[config.mk]
export PLATFORM = sky130hd
export DESIGN_NAME = usbdma_chan
export DESIGN_NICKNAME = d
export VERILOG_FILES = /design/src/rtl/usbdma_pkg.sv /design/src/rtl/usbdma_fifo.sv /design/src/rtl/usbdma_flags.sv /design/src/rtl/usbdma_ctrl.sv /design/src/rtl/usbdma_chan.sv
export SDC_FILE = /design/constraint.sdc
export NUM_CORES = 1
export LEC_CHECK = 0
export ABC_AREA = 1
export BUFFER_PORTS_ARGS = -buffer_cell sky130_fd_sc_hd__buf_2
export CAP_MARGIN = 30
export CORE_MARGIN = 8
export CORE_UTILIZATION = 57
export CTS_CLUSTER_DIAMETER = 40
export CTS_CLUSTER_SIZE = 25
export DETAILED_ROUTE_END_ITERATION = 8
export HOLD_SLACK_MARGIN = 0.15
export PLACE_DENSITY = 0.89
export SKIP_CTS_REPAIR_TIMING = 1
export SYNTH_ARGS = -nofsm -noshare
export SYNTH_HDL_FRONTEND = slang
export SYNTH_SLANG_ARGS = --single-unit
[constraint.sdc]
create_clock -name clk -period 4.6 [get_ports clk]
set_input_delay 0.23 -clock clk [delete_from_list [all_inputs] [get_ports clk]]
set_output_delay 0.23 -clock clk [all_outputs]
set_load 0.1 [all_outputs]
[src/rtl/usbdma_pkg.sv]
package usbdma_pkg;

    parameter int CNT_W = 16;
    parameter int NFLAG = 3;

    // sticky flag indices
    localparam int FL_EOT = 0;
    localparam int FL_EOB = 1;
    localparam int FL_DLD = 2;

    typedef logic [CNT_W-1:0] cnt_t;

    typedef enum logic [2:0] {
        CH_IDLE  = 3'd0,
        CH_ARM   = 3'd1,
        CH_RUN   = 3'd2,
        CH_DRAIN = 3'd3,
        CH_FETCH = 3'd4
    } ch_state_e;

    typedef struct packed {
        logic en;
        logic ldnext;
        logic closein;
        cnt_t count;
    } ctl_word_t;

    function automatic logic [31:0] pack_status(cnt_t cnt, logic [NFLAG-1:0] fl,
                                                logic act, logic en);
        logic [31:0] r;
        r        = '0;
        r[31:16] = cnt;
        r[6]     = fl[FL_DLD];
        r[5]     = fl[FL_EOB];
        r[4]     = fl[FL_EOT];
        r[1]     = act;
        r[0]     = en;
        return r;
    endfunction

endpackage

[src/rtl/usbdma_fifo.sv]
module usbdma_fifo #(
    parameter int W     = 8,
    parameter int DEPTH = 4
) (
    input  logic         clk,
    input  logic         rst,
    input  logic         push,
    input  logic [W-1:0] din,
    input  logic         pop,
    output logic [W-1:0] dout,
    output logic         full,
    output logic         empty
);
    localparam int AW = (DEPTH > 1) ? $clog2(DEPTH) : 1;

    logic [W-1:0] mem [DEPTH];
    logic [AW:0]  wptr, rptr;

    assign empty = (wptr == rptr);
    assign full  = (wptr[AW-1:0] == rptr[AW-1:0]) && (wptr[AW] != rptr[AW]);
    assign dout  = mem[rptr[AW-1:0]];

    always_ff @(posedge clk) begin
        if (rst) begin
            wptr <= '0;
            rptr <= '0;
        end else begin
            if (push && !full) begin
                mem[wptr[AW-1:0]] <= din;
                wptr <= wptr + 1'b1;
            end
            if (pop && !empty)
                rptr <= rptr + 1'b1;
        end
    end


    no_overflow_chk: assert property (@(posedge clk) disable iff (rst)
        push |-> !full);


    no_underflow_chk: assert property (@(posedge clk) disable iff (rst)
        pop |-> !empty);

endmodule

[src/rtl/usbdma_flags.sv]
module usbdma_flags
    import usbdma_pkg::*;
(
    input  logic             clk,
    input  logic             rst,
    input  logic [NFLAG-1:0] ev,
    input  logic             rd,
    output logic [NFLAG-1:0] flags
);
    for (genvar i = 0; i < NFLAG; i++) begin : g_flag
        always_ff @(posedge clk) begin
            if (rst)
                flags[i] <= 1'b0;
            else if (ev[i])
                flags[i] <= 1'b1;
            else if (rd)
                flags[i] <= 1'b0;
        end


        set_wins_chk: assert property (@(posedge clk) disable iff (rst)
            ev[i] |=> flags[i]);


        rd_clear_chk: assert property (@(posedge clk) disable iff (rst)
            (rd && !ev[i]) |=> !flags[i]);
    end

endmodule

[src/rtl/usbdma_ctrl.sv]
module usbdma_ctrl
    import usbdma_pkg::*;
(
    input  logic             clk,
    input  logic             rst,
    input  logic             ctl_wr,
    input  ctl_word_t        ctl,
    input  logic             ep_req,
    input  logic             ep_end,
    input  logic             fifo_full,
    input  logic             fifo_empty,
    input  logic             desc_done,
    input  cnt_t             desc_count,
    output logic             ep_ack,
    output logic             desc_req,
    output logic             en_stat,
    output logic             act_stat,
    output cnt_t             cnt,
    output logic [NFLAG-1:0] ev
);
    ch_state_e st, st_nx;
    logic      ldnext_q, closein_q, zero_end_q;
    logic      sw_on, sw_off, fire, last, end_usb, run_stop;

    assign sw_on    = ctl_wr && ctl.en;
    assign sw_off   = ctl_wr && !ctl.en;
    assign fire     = (st == CH_RUN) && ep_req && !fifo_full && (cnt != '0);
    assign last     = fire && (cnt == CNT_W'(1));
    assign end_usb  = (st == CH_RUN) && ep_end && closein_q;
    assign run_stop = sw_off || last || end_usb || (cnt == '0);

    always_comb begin
        st_nx = st;
        unique case (st)
            CH_IDLE:  if (sw_on) st_nx = CH_ARM;
            CH_ARM:   st_nx = sw_off ? CH_IDLE : CH_RUN;
            CH_RUN:   if (run_stop) st_nx = CH_DRAIN;
            CH_DRAIN: if (fifo_empty)
                          st_nx = (zero_end_q && ldnext_q && !sw_off) ? CH_FETCH : CH_IDLE;
            CH_FETCH: if (sw_off) st_nx = CH_IDLE;
                      else if (desc_done) st_nx = CH_RUN;
            default:  st_nx = CH_IDLE;
        endcase
    end

    always_ff @(posedge clk) begin
        if (rst) begin
            st         <= CH_IDLE;
            cnt        <= '0;
            ldnext_q   <= 1'b0;
            closein_q  <= 1'b0;
            zero_end_q <= 1'b0;
        end else begin
            st <= st_nx;
            if (ctl_wr) begin
                ldnext_q  <= ctl.ldnext;
                closein_q <= ctl.closein;
            end
            if (st == CH_IDLE && sw_on)
                cnt <= ctl.count;
            else if (st == CH_FETCH && desc_done && !sw_off)
                cnt <= desc_count;
            else if (fire)
                cnt <= cnt - CNT_W'(1);
            if (st == CH_RUN && run_stop)
                zero_end_q <= last && !sw_off && !end_usb;
            else if (st == CH_ARM || st == CH_FETCH)
                zero_end_q <= 1'b0;
        end
    end

    assign ep_ack   = fire;
    assign desc_req = (st == CH_FETCH);
    assign en_stat  = (st == CH_RUN) || (st == CH_DRAIN);
    assign act_stat = (st == CH_RUN) && ep_req && (cnt != '0);

    always_comb begin
        ev         = '0;
        ev[FL_EOT] = end_usb;
        ev[FL_EOB] = last;
        ev[FL_DLD] = (st == CH_FETCH) && desc_done && !sw_off;
    end


    en_rise_chk: assert property (@(posedge clk) disable iff (rst)
        $rose(en_stat) |-> ($past(st) == CH_ARM) || ($past(st) == CH_FETCH));


    cnt_dec_chk: assert property (@(posedge clk) disable iff (rst)
        ep_ack |=> (cnt == $past(cnt) - CNT_W'(1)));


    zero_stop_chk: assert property (@(posedge clk) disable iff (rst)
        (cnt == '0) |-> !ep_ack);


    en_fall_chk: assert property (@(posedge clk) disable iff (rst)
        $fell(en_stat) |-> $past(fifo_empty));


    act_chk: assert property (@(posedge clk) disable iff (rst)
        act_stat |-> (en_stat && ep_req && !desc_req));

endmodule

[src/rtl/usbdma_chan.sv]
module usbdma_chan
    import usbdma_pkg::*;
#(
    parameter int DATA_W     = 8,
    parameter int FIFO_DEPTH = 4
) (
    input  logic              clk,
    input  logic              rst,
    input  logic              ctl_wr,
    input  logic              ctl_en,
    input  logic              ctl_ldnext,
    input  logic              ctl_closein,
    input  logic [15:0]       ctl_count,
    input  logic              stat_rd,
    output logic [31:0]       stat_rdata,
    input  logic              ep_req,
    input  logic [DATA_W-1:0] ep_data,
    input  logic              ep_end,
    output logic              ep_ack,
    output logic              bus_req,
    output logic [DATA_W-1:0] bus_data,
    input  logic              bus_ack,
    output logic              desc_req,
    input  logic              desc_done,
    input  logic [15:0]       desc_count
);
    ctl_word_t        ctl;
    logic             fifo_full, fifo_empty, en_stat, act_stat;
    cnt_t             cnt;
    logic [NFLAG-1:0] ev, flags;

    assign ctl = '{en: ctl_en, ldnext: ctl_ldnext, closein: ctl_closein, count: ctl_count};

    usbdma_ctrl u_ctrl (
        .clk        (clk),
        .rst        (rst),
        .ctl_wr     (ctl_wr),
        .ctl        (ctl),
        .ep_req     (ep_req),
        .ep_end     (ep_end),
        .fifo_full  (fifo_full),
        .fifo_empty (fifo_empty),
        .desc_done  (desc_done),
        .desc_count (desc_count),
        .ep_ack     (ep_ack),
        .desc_req   (desc_req),
        .en_stat    (en_stat),
        .act_stat   (act_stat),
        .cnt        (cnt),
        .ev         (ev)
    );

    usbdma_fifo #(.W(DATA_W), .DEPTH(FIFO_DEPTH)) u_fifo (
        .clk   (clk),
        .rst   (rst),
        .push  (ep_ack),
        .din   (ep_data),
        .pop   (bus_req && bus_ack),
        .dout  (bus_data),
        .full  (fifo_full),
        .empty (fifo_empty)
    );

    usbdma_flags u_flags (
        .clk   (clk),
        .rst   (rst),
        .ev    (ev),
        .rd    (stat_rd),
        .flags (flags)
    );

    assign bus_req    = !fifo_empty;
    assign stat_rdata = pack_status(cnt, flags, act_stat, en_stat);


    drain_only_chk: assert property (@(posedge clk) disable iff (rst)
        (!en_stat && !desc_req) |-> !ep_ack);

endmodule

* Yosys cells after proc, flatten, opt, wreduce, memory -nomap -nowiden
Memory sizes are Yosys's and may differ from the RTL's. A register that Yosys moved wholly into a read port is not among the register bits.
Cells that the tools add are included.
** Word-level totals
- Register bits after elaboration :: 31
- RAM bits :: 32
- Word-level logic and storage cells :: 88
- Output and inout port bits :: 43
- Memories :: 1
- Input port bits :: 51
** Memories
- u_fifo.mem :: words 4, width 8, read ports 1, clocked after memory_dff 1, write ports 1, line usbdma_fifo.sv:16 : logic [W-1:0] mem [DEPTH];
** Cells by class
- Add/subtract/negate cells :: 3
- Multiplexer cells :: 22
- Reduce and logical (&&, ||, !) cells :: 40
- Eq/ne operators :: 12
** Operators with widths (number)
- $mux 16 :: 3
- $logic_and 1x1->1 :: 21
- $mux 3 :: 6
- $eq 16x1->1 const B :: 1
- $logic_not 16->1 :: 1
- $reduce_bool 16->1 :: 1
- $sub 16x1->16 const B :: 1
- $pmux 3 s5 :: 1
- $mux 1 :: 9
- $reduce_bool 2->1 :: 4
- $add 3x1->3 const B :: 2
- $eq 3x2->1 const B :: 2
- $mux 2 :: 3
- $ne 2x1->1 const B :: 3
- $logic_not 1->1 :: 5
- $logic_or 1x1->1 :: 5
- $reduce_and 4->1 :: 1
- $eq 3x1->1 const B :: 1
- $eq 3x3->1 :: 1
- $eq 3x3->1 const B :: 1
- $logic_not 3->1 :: 1
- $ne 3x1->1 const B :: 1
- $reduce_bool 3->1 :: 1
- $eq 2x2->1 :: 1
- $ne 1x1->1 :: 1

* Logic depth before layout (Yosys ltp)
Gate-level depths: netlist of the first run.
- Depth in word-level cells :: 11
- Mapped depth :: 11
- Depth with buffers taken out :: 11

* By module
Synthesis of the first run repeated with hierarchy kept, for this count alone.
** Unflattened totals
- Cell total of the unflattened synthesis :: 511
- Area, all modules :: 3849.9 um^2
** Modules (own cells, without submodules)
- usbdma_ctrl :: area each 1940.6 um^2, times used 1, cells an instance 330, sequential area each 440.4 um^2
- usbdma_fifo :: area each 1692.9 um^2, times used 1, cells an instance 151, sequential area each 1121.1 um^2
- usbdma_chan :: area each 115.1 um^2, times used 1, cells an instance 17, sequential area each 0.0 um^2
- usbdma_flags :: area each 101.3 um^2, times used 1, cells an instance 13, sequential area each 60.1 um^2

* Worst setup path after synthesis of the first run
OpenSTA, ideal clock, no wires.
- Kind :: reg-to-reg
- Start point :: reg u_ctrl.cnt[0]
- End point :: mem u_fifo.mem[0][0], enable pin
- Cell stages (with the launch flop) :: 10
- Setup time :: 371 ps
- Required time :: 4229 ps
- Buffers on the path :: 0
- Clock period less this slack :: 3357 ps
- Arrival :: 2986 ps
- Path slack :: 1243 ps
- Path through :: dfxtp_1 > inv_1 > ha_1 > inv_1 > nor2_1 > nand3_2 > nand2_4 > inv_1 > nand2_1 > nor2_1
** Between the ends
- Word-level cells in the longest chain between the ends :: 6
** Ends and longest elaborated chain
- start: declaration :: line usbdma_ctrl.sv:18 : output cnt_t cnt,
- start signal: assignment :: line usbdma_ctrl.sv:60 : cnt <= ctl.count;
- start signal: assignment :: line usbdma_ctrl.sv:62 : cnt <= desc_count;
- start signal: assignment :: line usbdma_ctrl.sv:64 : cnt <= cnt - CNT_W'(1);
- $reduce_bool 16->1 :: line usbdma_ctrl.sv:27 : assign fire = (st == CH_RUN) && ep_req && !fifo_full && (cnt != '0);
- $logic_and 1x1->1 :: line usbdma_ctrl.sv:27
- named net ep_ack :: line usbdma_chan.sv:19 : output logic ep_ack,
- $logic_and 1x1->1 :: line usbdma_fifo.sv:28 : if (push && !full) begin
- $mux 1 :: line usbdma_fifo.sv:28
- $mux 1 :: line usbdma_fifo.sv:24 : if (rst) begin
- $mux 1 (not written as such) :: line usbdma_fifo.sv:29 : mem[wptr[AW-1:0]] <= din;
- end: declaration :: line usbdma_fifo.sv:16
The timed path passes the listed nets, and every way through them passes these cells.

* Worst setup path in the final report of the first run
- Start point :: in rst
- End point :: mem u_fifo.mem[2][4], enable pin
** Between the ends
- Word-level cells in the longest chain between the ends :: 2
** Ends and longest elaborated chain
- start: declaration :: line usbdma_chan.sv:8 : input logic rst,
- $mux 1 :: line usbdma_fifo.sv:24
- $mux 1 (not written as such) :: line usbdma_fifo.sv:29
Every way passes these cells.

==> results of run 1 <==
## worst max-delay path, delay by kind of cell
kind | cells | cell delay, ns
simple gates | 2 | 0.86
buf+inv | 3 | 1.27
## path summary, 6_finish.rpt
check | cells past startpoint | to | slack, ns
worst max-delay path | 5 | u_fifo.mem[2][4]$_DFFE_PP_ | 2.19
worst min-delay path | 3 | u_ctrl.cnt[14]$_SDFFE_PP0P_ | 0.15
worst max register to register | 9 | u_fifo.mem[2][4]$_DFFE_PP_ | 2.31
worst min register to register | 2 | u_flags.flags[0]$_SDFFE_PP0P_ | 0.47
## flip-flops by register name (all words and copies together) (netlist names), named ones only
name,cells
u_ctrl.closein_q,1
u_ctrl.cnt,16
u_ctrl.ldnext_q,1
u_ctrl.st,3
u_ctrl.zero_end_q,1
u_fifo.mem,32
u_fifo.rptr,3
u_fifo.wptr,3
u_flags.flags,3
## cell families after synthesis
| group | Yosys count | share of synthesized area, % |
|---|---|---|
| XOR/XNOR | 6 | 1.48 |
| flip-flops | 65 | 45.8 |
| other | 1 | 0.106 |
| adder cells (fa/ha/maj) | 8 | 2.83 |
| AND/OR/NAND/NOR | 182 | 23.4 |
| buffers and inverters | 69 | 10.0 |
| multiplexers | 3 | 0.848 |
| AO/OA/AOI/OAI | 102 | 15.6 |
## placed cells by master (no fill, tap or decap), drive strengths merged
cell	netlist	final
clkbuf	4	10
and3	1	1
clkinvlp	0	1
bufinv	0	1
xor2	4	4
dlygate4sd3	0	11
a21oi	36	36
nand3	23	23
conb	1	11
clkinv	1	5
nand2	73	73
nor3b	1	1
o22ai	8	8
inv	44	44
nand4	2	2
nor3	5	5
o21ai	55	55
or2	1	1
nand3b	1	1
nor2	74	74
xnor2	2	2
mux2i	3	3
o221ai	1	1
dfxtp	33	33
edfxtp	32	32
o211ai	2	2
nor4	1	1
ha	8	8
buf	20	83
## area by class of cell
| type | count | area [sq um] | share of cell area (%) |
|---|---|---|---|
| repair buffers | 94 | 528 | 12.5 |
| flip-flops and latches | 65 | 1620 | 38.3 |
| multi-input cells | 312 | 1600 | 37.9 |
| well taps | 75 | 93.8 | 2.22 |
| clock buffers | 10 | 149 | 3.52 |
| clock inverters | 6 | 65.1 | 1.54 |
| inverters | 45 | 169 | 3.99 |
## metal layers
layer  global-route usage (%)  vias to the layer above
li1                         -                     1625
met1                     22.4                     1451
met2                     35.5                      127
met3                     5.40                       17
met4                     8.58                        0
met5                        0                        -
## stage by stage
| step | area, sq um | util, % | hold slack (ns) | std cells |
|---|---|---|---|---|
| 4_1_cts | 4120 | 69.2 | 0.111 | 596 |
| 3_3_place_gp | 3910 | 65.6 | 0.454 | 580 |
| 3_5_place_dp | 3910 | 65.6 | 0.456 | 580 |
| 2_1_floorplan | 3580 | - | 0.299 | 446 |
| 6_report | 4230 | 71.0 | 0.155 | 607 |
| 5_1_grt | 4230 | 71.0 | 0.156 | 607 |
==> impl_metrics.csv, run 1 <==
group,metric,value,unit
finish,num_antenna_cells,0,
floorplan,core,5960,sq um
floorplan,placement_rows,28,
place,place_ws,2.34,ns
worst_hold_path,hp-class,"input port to flip-flop",
clock_network,insertion_delay,0.34,ns
routing,vias,3220,
yosys,yosysSeqAreaShare,45.8,%
floorplan,die_h,94.8,um
yosys,synth_area_leader_cell,"edfxtp_1",
clock_network,cts_sinks,65,
floorplan,initial_core_util,59.5,%
run,cap_violations,0,
sta,rsz0062_at_grt,"false",
global_routing,grt_usage,20.2,%
routing,drt-met1-wl,3680,um
yosys,yosysTopAreaCellShare,27.1,%
finish,area_delta_synth_final,19.4,%
yosys,synth_area,3540,sq um
sta,period_needed,2.41,ns
yosys,yosys_warnings,0,
critical_path,critPathArrivalTime,2.38,ns
global_routing,grt-ovfl-total,0,
clock_network,cts.path.max_buffers,2,
sta,finalHoldViolations,0,
floorplan,die-area,8990,sq um
routing,drt-wirelength-per-cell,14.7,um
routing,topRoutingLayerUsed,"met4",
global_routing,grt_pass1_vias,3216,
clock_network,cts_buffers,9,
critical_path,crit_path_end_kind,"flip-flop",
clock_network,cts_tree,"built",
sta,tightest_slew,0.758,ns
routing,firstDrtPassIters,5,
routing,wl_met3,700,um
yosys,ys_types,39,
sta,tns,0,ns
clock_network,cts_root_buf,"clkbuf_8",
clock_network,cts_htree_levels,3,
yosys,ys_seq_elements,65,
sta,slew_violations,0,
finish,fill_cells,461,
sta,slew_headroom,49.3,%
global_routing,antenna_found_initial,0,
critical_path,cpPeakStageDelay,0.63,ns
place,place.gp.congestion,0.911,
routing,routed_wirelength,8920,um
finish,layout.nets,586,
status,status,"completed",
critical_path,crit_chain,"dlygate4sd3_1 -> buf_2 -> inv_1 -> nand2_1 -> nor2_1",
yosys,synth_most_common_cell,"nand2_1",
sta,setup_viol,0,
yosys,synth_commonest_cells,"nand2_1, nor2_1, o21ai_0",
routing,via_per_inst,5.30,
critical_path,cp-startpoint,"rst",
sta,finalCritPeriodShare,52.4,%
routing,drc_errors,0,
critical_path,r2r_start,"u_ctrl.cnt[0]$_SDFFE_PP0P_",
critical_path,path_max_fanout,26,
worst_hold_path,min_from,"ctl_count[14]",
yosys,synth.area.top_cells,"edfxtp_1, dfxtp_1, nand2_1",
sta,max_freq,415,MHz
critical_path,startpoint_type,"input port",
critical_path,cp_slowest_cell,"nor2_1",
critical_path,path_class,"input port to flip-flop",
yosys,avgSynthCellArea,8.12,sq um
floorplan,die_w,94.8,um
place,port_buffers,82,
clock_network,clkTransAtPathRegs,0.08,ns
yosys,ys.flop_type,"dfxtp_1",
global_routing,grt_max_degree,27,
yosys,syn_inst,436,
routing,drt_iter0_drc,176,
global_routing,grt_pass1_wl,14400,um
yosys,synth_edf_count,32,
routing,wl_met2,4400,um
sta,timing.final.ws_setup,2.19,ns
floorplan,io_pins,94,
routing,ant_nets,0,
sta,skew,0.0122,ns
yosys,async_reset_ff_share,0,%
place,hpwl,6480,um
critical_path,cp_data_required_time,4.57,ns
finish,drive_gt1_share,24.2,%
Power of run 1 is not shown: default switching activity piles up to over one toggle a cycle in this logic, so the estimate is an artifact.
==> run 2, diff against run 1 <==
- ABC_AREA: 1 -> 0
- CORE_UTILIZATION: 57 -> 52
- PLACE_DENSITY: 0.89 -> 0.83
- clock period: 4.6 -> 2.4 ns (I/O delays scaled with it)
==> impl_metrics.csv, run 2 <==
group,metric,value,unit
finish,layout.nets,487,
yosys,yosys_warnings,0,
critical_path,cp_top_family,"simple AND/OR/NAND/NOR gates",
yosys,ys_seq_elements,65,
clock_network,cts.path.max_buffers,2,
floorplan,die-area,9400,sq um
finish,largest_register_ffs,32,
routing,routed_wirelength,8910,um
pwr,peakVddDrop,0.476,mV
finish,area_delta_synth_final,28.8,%
routing,drt_iter0_drc,171,
clock_network,cts_sinks,65,
clock_network,cts_root_buf,"clkbuf_8",
place,place.gp.congestion,0.950,
pwr,p_leak,1.78,nW
sta,finalCritPeriodShare,98.8,%
critical_path,cpPeakStageDelay,0.61,ns
sta,rsz0062_at_grt,"true",
yosys,async_reset_ff_share,0,%
floorplan,placement_rows,29,
floorplan,initial_core_util,53.7,%
yosys,syn_inst,320,
floorplan,die_w,96.9,um
place,place_ws,0.0823,ns
sta,skew,0.0106,ns
global_routing,grt_max_degree,31,
sta,max_freq,422,MHz
global_routing,grt-ovfl-total,0,
routing,drc_errors,0,
place,hpwl,6380,um
run,cap_violations,0,
clock_network,insertion_delay,0.35,ns
global_routing,met1_usage,21.7,%
floorplan,core,6350,sq um
global_routing,top_usage_layer,"met2",
critical_path,path_class,"flip-flop to output pin",
critical_path,cp_slowest_cell,"or4_4",
global_routing,grtUsageMet2,29.5,%
worst_hold_path,hp-class,"input port to flip-flop",
global_routing,grt_pass1_wl,14100,um
clock_network,clkTransAtPathRegs,0.07,ns
floorplan,die_h,96.9,um
sta,timing.final.ws_setup,0.0297,ns
yosys,synth_commonest_cells,"dfxtp_1, edfxtp_1, nand2_1, nor2_1, a21oi_1",
critical_path,crit_chain,"or4_4 -> or4_4 -> nand2_4 -> inv_8 -> buf_12",
yosys,ys.flop_type,"dfxtp_1",
critical_path,startpoint_type,"flip-flop",
yosys,synth_area,3410,sq um
yosys,synth.area.top_cells,"edfxtp_1, dfxtp_1, mux4_2",
pwr,pwr_density_cell,845,nW/um^2
clock_network,cts_tree,"built",
clock_network,cts_htree_levels,3,
critical_path,cp_data_required_time,2.28,ns
sta,slew_headroom,51.9,%
global_routing,grt_usage,18.0,%
critical_path,path_max_fanout,11,
finish,drive_gt1_share,37.4,%
sta,setup_viol,0,
critical_path,path_buf_inv,2,
yosys,yosysSeqAreaShare,47.6,%
global_routing,antenna_found_initial,0,
critical_path,critPathArrivalTime,2.25,ns
finish,fill_cells,481,
global_routing,grt_pass1_vias,2947,
finish,final_cell_mix,"buf_2, edfxtp_1, nor2_1, nand2_1, dlygate4sd3_1",
place,port_buffers,82,
status,status,"completed",
routing,drt-wirelength-per-cell,17.5,um
sta,slew_violations,0,
routing,via_per_inst,5.73,
routing,firstDrtPassIters,4,
sta,tightest_slew,0.704,ns
sta,period_needed,2.37,ns
yosys,avgSynthCellArea,10.6,sq um
finish,final_core_util,69.1,%
sta,finalHoldViolations,0,
yosys,synth_edf_count,32,
yosys,synth_area_leader_cell,"edfxtp_1",
yosys,yosysTopAreaCellShare,28.2,%
yosys,ys_types,63,
yosys,synth_most_common_cell,"dfxtp_1",
routing,ant_nets,0,
critical_path,worst_path_most_repeated_cell,"or4_4",
routing,vias,2921,
clock_network,cts_buffers,9,
critical_path,crit_path_end_kind,"output pin",
finish,num_antenna_cells,0,
floorplan,io_pins,94,
global_routing,grt.met3_usage,4.62,%
finish,layout_commonest_cell,"buf_2",
==> run 2: cell count changes after synthesis, moves of 10 or more <==
cell	change
a21oi_1	-19
clkbuf_1	+10
o21ai_1	-10
nand3_1	-11
inv_1	-31
nand2_1	-43
o21ai_0	-33
nor2_1	-41
==> run 2: power breakdown <==
part	switching, W	internal [W]	leakage (nW)
Combinational	0.000984	0.000440	1.12
Clock	0.000454	0.000488	0.0966
Sequential	0.000101	0.00124	0.565
==> run 2: worst paths after layout <==
check | start | to | cells after the start | slack [ns]
setup / recovery | u_ctrl.cnt[2]$_SDFFE_PP0P_ | ep_ack | 5 | 0.03
hold / removal | ctl_count[6] | u_ctrl.cnt[6]$_SDFFE_PP0P_ | 3 | 0.10
setup reg to reg | u_ctrl.cnt[2]$_SDFFE_PP0P_ | u_ctrl.cnt[10]$_SDFFE_PP0P_ | 6 | 0.15
hold reg to reg | u_flags.flags[2]$_SDFFE_PP0P_ | u_flags.flags[2]$_SDFFE_PP0P_ | 2 | 0.46
==> run 2: cell families (layout without fill, tap and decap cells) <==
group	count (synthesis)	after routing	share of synthesized area, %
other	1	11	0.110
AO/OA/AOI/OAI	69	69	15.1
buffers and inverters	39	142	6.43
XOR/XNOR	16	16	4.11
flip-flops	65	65	47.6
multiplexers	11	11	6.17
AND/OR/NAND/NOR	111	111	17.6
adder cells (fa/ha/maj)	8	8	2.94
==> run 2: tightest hold or removal path, delay by kind of cell <==
family | cells | cell delay (ns)
AO/OA/AOI/OAI | 2 | 0.19
buffers and inverters | 1 | 0.09
==> run 2: layer usage <==
metal	part of all wire, %	vias to the layer above
met5	0	-
met4	2.3	0
met3	5.3	20
met2	50	102
met1	43	1397
li1	-	1402
==> run 2: area by class of cell <==
| class | count | area [sq um] | share of cell area (%) |
|---|---|---|---|
| Clock buffer | 9 | 124 | 2.82 |
| Clock inverter | 7 | 76.3 | 1.74 |
| Tap cell | 77 | 96.3 | 2.20 |
| Timing Repair Buffer | 118 | 746 | 17.0 |
| Inverter | 8 | 42.5 | 0.969 |
| Sequential cell | 65 | 1660 | 37.8 |
| Multi-Input combinational cell | 226 | 1640 | 37.5 |
==> run 2: stage by stage <==
step	setup TNS, ns	total power [W]	area, sq um	std cells	hold WS [ns]
2_1_floorplan	-2.82	0.00248	3540	330	0.219
3_3_place_gp	0	0.00270	3940	471	0.343
3_5_place_dp	0	0.00272	3940	471	0.349
4_1_cts	-0.223	0.00365	4140	487	-0.00998
5_1_grt	-0.0195	0.00387	4390	510	0.156
6_report	0	0.00371	4390	510	0.103
Note: power is estimated with default switching activity, not from simulation.
==> run 3, diff against run 2 <==
--- a/constraint.sdc
+++ b/constraint.sdc
@@ -3,2 +3,2 @@
 set_output_delay 0.12 -clock clk [all_outputs]
-set_load 0.1 [all_outputs]
+set_load 0.01 [all_outputs]
==> impl_metrics.csv, run 3 (synthesis gave the netlist of run 2 again) <==
group,metric,value,unit
sta,slew_headroom,56.8,%
pwr,intPower,0.00227,W
sta,rsz0062_at_grt,"true",
floorplan,placement_rows,29,
clock_network,cts_htree_levels,3,
finish,multi_input_area,1630,sq um
finish,layout.nets,490,
routing,routed_wirelength,8970,um
floorplan,die_w,96.9,um
global_routing,antenna_found_initial,0,
place,place.gp.congestion,0.886,
clock_network,cts_tree,"built",
routing,via_per_inst,5.75,
routing,firstDrtPassIters,7,
critical_path,path_class,"flip-flop to flip-flop",
finish,drive_gt1_share,34.9,%
global_routing,grt_max_degree,31,
floorplan,core,6350,sq um
run,cap_violations,0,
finish,stdcell_area,4370,sq um
clock_network,clkTransAtPathRegs,0.08,ns
finish,layout_commonest_cell,"buf_2",
pwr,clkPwrFrac,31.7,%
sta,period_needed,2.36,ns
pwr,p_leak,1.80,nW
floorplan,die-area,9400,sq um
floorplan,io_pins,94,
finish,largest_register_ffs,32,
worst_hold_path,min_from,"ctl_count[4]",
pwr,peakVddDrop,0.465,mV
clock_network,cts_sinks,65,
clock_network,cts_root_buf,"clkbuf_8",
critical_path,path_max_fanout,7,
critical_path,crit_path_end_kind,"flip-flop",
pwr,sw_frac_of_total,31.7,%
routing,drt-wirelength-per-cell,17.5,um
place,port_buffers,82,
pwr,pwr-share-seq,39.4,%
sta,finalHoldViolations,0,
pwr,pwr_density_cell,762,nW/um^2
place,hpwl,6330,um
finish,fill_cells,473,
routing,drc_errors,0,
critical_path,r2r_start,"u_ctrl.cnt[3]$_SDFFE_PP0P_",
sta,max_freq,424,MHz
floorplan,die_h,96.9,um
routing,ant_nets,0,
global_routing,grt_pass1_wl,14000,um
critical_path,cp_data_required_time,2.64,ns
sta,tightest_slew,0.631,ns
routing,vias,2950,
finish,num_antenna_cells,0,
finish,area_delta_synth_final,28.1,%
clock_network,cts_buffers,9,
sta,slew_violations,0,
place,place_area,3900,sq um
finish,final_cell_mix,"buf_2, edfxtp_1, dfxtp_1, nor2_1, nand2_1",
worst_hold_path,hp-class,"input port to flip-flop",
pwr,power,0.00333,W
clock_network,cts.path.max_buffers,2,
finish,seq_area,1630,sq um
floorplan,initial_core_util,53.7,%
pwr,power_frac_comb,28.9,%
global_routing,grt_pass1_vias,2940,
sta,finalCritPeriodShare,98.2,%
clock_network,insertion_delay,0.35,ns
finish,final_core_util,68.7,%
critical_path,cp-startpoint,"u_ctrl.cnt[3]$_SDFFE_PP0P_",
status,status,"completed",
critical_path,startpoint_type,"flip-flop",
global_routing,grt-ovfl-total,0,
sta,setup_viol,0,
routing,drt_iter0_drc,134,
pwr,switchingPower,0.00105,W
critical_path,critPathArrivalTime,2.59,ns
global_routing,grt_usage,17.7,%
sta,skew,0.0104,ns
[run 3: path summary, 6_finish.rpt]
kind	to	slack, ns	cells past startpoint
min	u_ctrl.cnt[4]$_SDFFE_PP0P_	0.10	3
max	u_ctrl.cnt[9]$_SDFFE_PP0P_	0.04	6
max reg2reg	u_ctrl.cnt[9]$_SDFFE_PP0P_	0.04	6
min reg2reg	u_flags.flags[2]$_SDFFE_PP0P_	0.46	2
[run 3: layout make-up]
class | count | area share, %
tap | 77 | 2.21
clock buffer | 9 | 2.84
timing repair buffer | 121 | 17.2
sequential | 65 | 37.3
inverter | 8 | 0.803
clock inverter | 7 | 2.32
multi-input combinational | 226 | 37.3
[run 3: power by group through the flow]
stage                     logic (W)  clock network [W]  registers (W)
after floorplan            0.000615                  0        0.00133
after global placement     0.000863                  0        0.00133
after detailed placement   0.000876                  0        0.00133
after CTS                  0.000884            0.00106        0.00131
after global routing        0.00105            0.00110        0.00133
final                      0.000962            0.00106        0.00131
[run 3: per-layer routing]
layer / up-vias / global-route usage, % / wire length, um
met5: - / 0 / 0
met2: 123 / 28.1 / 4320
met3: 20 / 5.26 / 692
met4: 0 / 8.05 / 190
met1: 1400 / 21.6 / 3770
li1: 1407 / - / -
[run 3: stage by stage]
stage          instances  setup slack (ns)  hold slack, ns  setup TNS [ns]
6_report             513            0.0440           0.103               0
5_1_grt              513           -0.0232           0.157         -0.0290
4_1_cts              489            -0.130        -0.00552          -0.130
3_5_place_dp         473            0.0406           0.352               0
3_3_place_gp         473            0.0970           0.348               0
2_1_floorplan        330            0.0595           0.219               0
[run 3: worst max-delay path: stages, from the launching register on]
cell and delay, ns:
dfxtp_2 0.36, or4_4 0.59, or4_4 0.60, buf_4 0.17, a21oi_4 0.24, a21oi_1 0.08, o211a_1 0.21
